==> config.mk <==
export PLATFORM = sky130hd
export DESIGN_NAME = acq_status_reg
export DESIGN_NICKNAME = d
export VERILOG_FILES = /design/src/rtl/acq_status_pkg.sv /design/src/rtl/acq_status_ctrl.sv /design/src/rtl/acq_status_dp.sv /design/src/rtl/acq_status_reg.sv
export SDC_FILE = /design/constraint.sdc
export NUM_CORES = 1
export LEC_CHECK = 0
export BUFFER_PORTS_ARGS = -buffer_cell sky130_fd_sc_hd__buf_4
export CAP_MARGIN = 25
export CORE_AREA = 2 2 39 41
export DETAILED_ROUTE_END_ITERATION = 10
export DIE_AREA = 0 0 41 43
export PLACE_DENSITY_LB_ADDON = 0.12
export SETUP_SLACK_MARGIN = 0.1
export SLEW_MARGIN = 40
export SYNTH_ARGS = -nofsm -noshare
export SYNTH_HDL_FRONTEND = slang
export SYNTH_HIERARCHICAL = 1
export SYNTH_SLANG_ARGS = --single-unit
==> constraint.sdc <==
create_clock -name clk -period 2.55 [get_ports clk]
set_input_delay 0 -clock clk [delete_from_list [all_inputs] [get_ports clk]]
set_output_delay 0 -clock clk [all_outputs]
set_load 0.01 [all_outputs]
==> src/rtl/acq_status_pkg.sv <==
package acq_status_pkg;

  localparam int STAT_W  = 8;
  localparam int CHAN_W  = 4;
  localparam int FLAG_BIT = 4;
  localparam int MUX_BIT  = 5;
  localparam int POL_BIT  = 6;
  localparam int BUSY_BIT = 7;

  typedef struct packed {
    logic incChan;
    logic restartChan;
    logic setFlag;
    logic clearFlag;
  } statStrobes_t;

endpackage

==> src/rtl/acq_status_ctrl.sv <==
module acq_status_ctrl
  import acq_status_pkg::*;
#(
  parameter int ADDR_W     = 4,
  parameter int REG_OFFSET = 8
) (
  input  logic              clk,
  input  logic              rstN,
  input  logic              convBusy,
  input  logic              convStart,
  input  logic              irqEvent,
  input  logic              hostWr,
  input  logic              hostRd,
  input  logic [ADDR_W-1:0] hostAddr,
  output statStrobes_t      strobes,
  output logic              readSel
);

  localparam logic [ADDR_W-1:0] OFFSET_ADDR = ADDR_W'(REG_OFFSET);

  logic regHit;
  logic busyQ;
  logic incPending;
  logic busyRise;

  assign regHit   = (hostAddr == OFFSET_ADDR);
  assign busyRise = convBusy & ~busyQ;

  always_ff @(posedge clk) begin
    if (!rstN) begin
      busyQ      <= 1'b0;
      incPending <= 1'b0;
    end else begin
      busyQ      <= convBusy;
      incPending <= busyRise;
    end
  end

  always_comb begin
    strobes             = '0;
    strobes.incChan     = incPending;
    strobes.restartChan = convStart;
    strobes.setFlag     = irqEvent;
    strobes.clearFlag   = hostWr & regHit;
  end

  assign readSel = hostRd & regHit;

endmodule

==> src/rtl/acq_status_dp.sv <==
module acq_status_dp
  import acq_status_pkg::*;
(
  input  logic              clk,
  input  logic              rstN,
  input  statStrobes_t      strobes,
  input  logic              convBusy,
  input  logic              singleEnded,
  input  logic              unipolar,
  input  logic              readSel,
  output logic [CHAN_W-1:0] chanNum,
  output logic              intFlag,
  output logic [STAT_W-1:0] rdData
);

  localparam logic [CHAN_W-1:0] LAST_SE   = '1;
  localparam logic [CHAN_W-1:0] LAST_DIFF = {1'b0, {(CHAN_W-1){1'b1}}};

  logic [CHAN_W-1:0] lastChan;
  logic [CHAN_W-1:0] chanNext;
  logic [STAT_W-1:0] statByte;

  assign lastChan = singleEnded ? LAST_SE : LAST_DIFF;

  always_comb begin
    chanNext = chanNum;
    if (strobes.restartChan) begin
      chanNext = '0;
    end else if (strobes.incChan) begin
      if (chanNum >= lastChan) chanNext = '0;
      else                     chanNext = chanNum + 1'b1;
    end
  end

  always_ff @(posedge clk) begin
    if (!rstN) begin
      chanNum <= '0;
      intFlag <= 1'b0;
    end else begin
      chanNum <= chanNext;
      if (strobes.setFlag)        intFlag <= 1'b1;
      else if (strobes.clearFlag) intFlag <= 1'b0;
    end
  end

  always_comb begin
    statByte                 = '0;
    statByte[CHAN_W-1:0]     = chanNum;
    statByte[FLAG_BIT]       = intFlag;
    statByte[MUX_BIT]        = singleEnded;
    statByte[POL_BIT]        = unipolar;
    statByte[BUSY_BIT]       = convBusy;
  end

  assign rdData = readSel ? statByte : '0;

endmodule

==> src/rtl/acq_status_reg.sv <==
module acq_status_reg
  import acq_status_pkg::*;
#(
  parameter int ADDR_W     = 4,
  parameter int REG_OFFSET = 8
) (
  input  logic              clk,
  input  logic              rstN,
  input  logic              convBusy,
  input  logic              convStart,
  input  logic              irqEvent,
  input  logic              singleEnded,
  input  logic              unipolar,
  input  logic [ADDR_W-1:0] hostAddr,
  input  logic              hostWr,
  input  logic              hostRd,
  output logic [7:0]        hostRdData,
  output logic [3:0]        chanNum
);

  statStrobes_t strobes;
  logic         readSel;
  logic         intFlag;

  acq_status_ctrl #(
    .ADDR_W     (ADDR_W),
    .REG_OFFSET (REG_OFFSET)
  ) u_ctrl (
    .clk       (clk),
    .rstN      (rstN),
    .convBusy  (convBusy),
    .convStart (convStart),
    .irqEvent  (irqEvent),
    .hostWr    (hostWr),
    .hostRd    (hostRd),
    .hostAddr  (hostAddr),
    .strobes   (strobes),
    .readSel   (readSel)
  );

  acq_status_dp u_dp (
    .clk         (clk),
    .rstN        (rstN),
    .strobes     (strobes),
    .convBusy    (convBusy),
    .singleEnded (singleEnded),
    .unipolar    (unipolar),
    .readSel     (readSel),
    .chanNum     (chanNum),
    .intFlag     (intFlag),
    .rdData      (hostRdData)
  );

endmodule

==> impl_metrics.json <==
{
  "cts_htree_levels": 1,
  "syn_nets": 61,
  "reg2reg_depth": 3,
  "drt-total-wl_um": 840,
  "core.rowCount": 14,
  "multi_input_comb_area_um2": 247.7,
  "slew_headroom_pct": 83.17,
  "maxCapViolCount": 0,
  "synth-simple-area-share_pct": 43.32,
  "synth_fa_ha_area_share_pct": 5.935,
  "synth_cell_types": 22,
  "yosysTopAreaCell": "dfxtp_1",
  "seq_area_frac_synth_pct": 33.23,
  "power_density_mw_per_mm2": 368.6,
  "gp_congestion": 0.6148,
  "max_freq_mhz": 806.2,
  "clkTransAtPathRegs_ps": 50,
  "drive_gt1_share_pct": 42.67,
  "hpwl_um": 660.7,
  "grt_max_degree": 10,
  "synthMuxAreaShare_pct": 0,
  "layout_common_cells": "24 x buf_4, 10 x and2_1, 7 x dfxtp_1, 5 x dlygate4sd3_1, 3 x clkbuf_4",
  "pin_count": 25,
  "fin_crit_sh_pct": 48.64,
  "grt_pass1_wl_um": 1407,
  "hold_path.class": "primary input to primary output",
  "cpPeakStageDelay_ps": 540,
  "grt.overflow.total": 0,
  "hold_depth": 3,
  "finalSetupViolCount": 0,
  "leakage_nw": 0.3139,
  "yosys-top-cells-area": "dfxtp_1 33%, and2_1 15%, buf_4 7.1%",
  "vdd_drop_max_uv": 206.2,
  "fin_crit_ps": 1240,
  "synth-compound-area-share_pct": 7.418,
  "fin_skew_ps": 4.141,
  "grt_pass1_vias": 354,
  "finalInstanceArea_um2": 668.1,
  "antenna_cells": 0,
  "critical_path_required_ps": 2680,
  "drcViolationCount": 0,
  "insertion_delay_ps": 240,
  "cts_buffers": 3,
  "postLayoutCoreUtil_pct": 48.28,
  "regArea_um2": 140.1,
  "synth_top_family_by_area": "simple AND/OR/NAND/NOR gates",
  "worst_slew_pin_slew_ps": 252.1,
  "die_h_um": 43,
  "dieArea_mm2": 0.001763,
  "rsz0062_at_grt": "no",
  "nets": 91,
  "synth_area_per_cell_um2": 9.166,
  "core_area_mm2": 0.001384,
  "crit_type": "primary input to register",
  "layout_commonest_cell": "buf_4",
  "synth_top_area_share_pct": 33.23,
  "io_buffers": 24,
  "yosys_warnings": 6,
  "start_util_pct": 30.47,
  "drt.antenna.violating_nets": 0,
  "cts_tree": "built",
  "placed_cell_area_um2": 591.8,
  "crit_slowest_cell": "dlygate4sd3_1",
  "tns_ps": 0,
  "vias": 420,
  "syn_to_final_growth_pct": 58.46,
  "crit_chain": "dlygate4sd3_1 > buf_4 > o21a_1 > dlygate4sd3_1",
  "cp-start-kind": "primary input",
  "post_cts_resized": 0,
  "root_buffer": "clkbuf_4",
  "finalHoldViolCount": 0,
  "slew_violations": 0,
  "synth_cells": 46,
  "synth-xor-area-share_pct": 2.077,
  "antenna_found_initial": 0,
  "num-fill-cells": 158,
  "grt.total_usage_pct": 12.20,
  "clk_path_buf_depth": 2,
  "worstPathMaxFanout": 1,
  "wl_per_cell_um": 9.231,
  "synth-seq-cells": 7,
  "cp_common_cell": "dlygate4sd3_1",
  "syn_area_um2": 421.7,
  "detail_route.first_pass.iterations": 1,
  "die_w_um": 41,
  "cp.arrival_ps": 1370,
  "end_kind": "register",
  "drtIter0Drc": 0,
  "run_status": "completed",
  "cts_sinks": 7,
  "drt-vias-per-instance": 4.615
}
Yosys cell counts:
cell	n
a21oi_1	2
nand4_2	1
nor2_1	1
nor4b_2	1
a32oi_1	1
and2_1	10
nand2b_1	2
buf_4	4
nand2_1	1
nor3_2	1
inv_1	1
o21a_1	1
ha_1	2
dfxtp_1	7
nor2b_1	2
and4_2	1
nand3b_1	2
nand3_1	2
nor3b_1	1
o21ai_0	1
and2_2	1
xor2_1	1
final timing paths:
check                           slack, ps         start                end
worst max-delay path                 1310      irqEvent       u_dp/intFlag
worst min-delay path                  290      unipolar      hostRdData[6]
worst max register to register       1320  u_dp/intFlag       u_dp/intFlag
worst min register to register        390  u_ctrl/busyQ  u_ctrl/incPending
cells by family after synthesis:
group | after synthesis
AND/OR/NAND/NOR | 26
flip-flops | 7
AO/OA/AOI/OAI | 5
buffers and inverters | 5
adder cells (fa/ha/maj) | 2
XOR/XNOR | 1
report_power, final:
part           internal [mW]  switching, mW
combinational         0.0238        0.00924
sequential             0.113        0.00309
clock                 0.0595         0.0377
stage by stage:
stage | worst slack (ps) | total power [mW] | hold WS [ps] | std cells
floorplan | 1508 | 0.1311 | 117.5 | 46
global placement | 1487 | 0.1450 | 173.2 | 82
detailed placement | 1445 | 0.1452 | 179.4 | 82
CTS | 1323 | 0.2520 | 2.296 | 90
global route | 1271 | 0.2707 | 321.3 | 91
finish | 1310 | 0.2463 | 291.4 | 91
timing repair:
| item | CTS | global route |
|---|---|---|
| setup buffers | 0 | 0 |
| endpoints found under the hold margin | 3 | 1 |
| setup endpoints to repair | 0 | 0 |
| hold buffers | 4 | 1 |
registers in the layout, summed over array words and instances (netlist names):
register	count
u_ctrl/busyQ	1
u_ctrl/incPending	1
u_dp/chanNum	4
u_dp/intFlag	1
routing by layer:
| layer | global-route usage (%) | part of all wire [%] | vias up |
|---|---|---|---|
| li1 | - | - | 215 |
| met1 | 13.68 | 40 | 184 |
| met2 | 18.13 | 49 | 21 |
| met3 | 3.141 | 10 | 0 |
| met4 | 10.00 | 0 | 0 |
| met5 | 0 | 0 | - |
worst max-delay path: cells and delay by family:
kind            cells  cell delay (ps)
buf+inv             3             1210
compound gates      1              170
cell type report:
cell class	count	share of cell area, %
inverters	1	0.5618
clock buffers	4	3.933
repair buffers	29	34.46
well taps	16	2.996
flip-flops and latches	7	20.97
multi-input cells	34	37.08
Power figures use the tool's default switching activity.
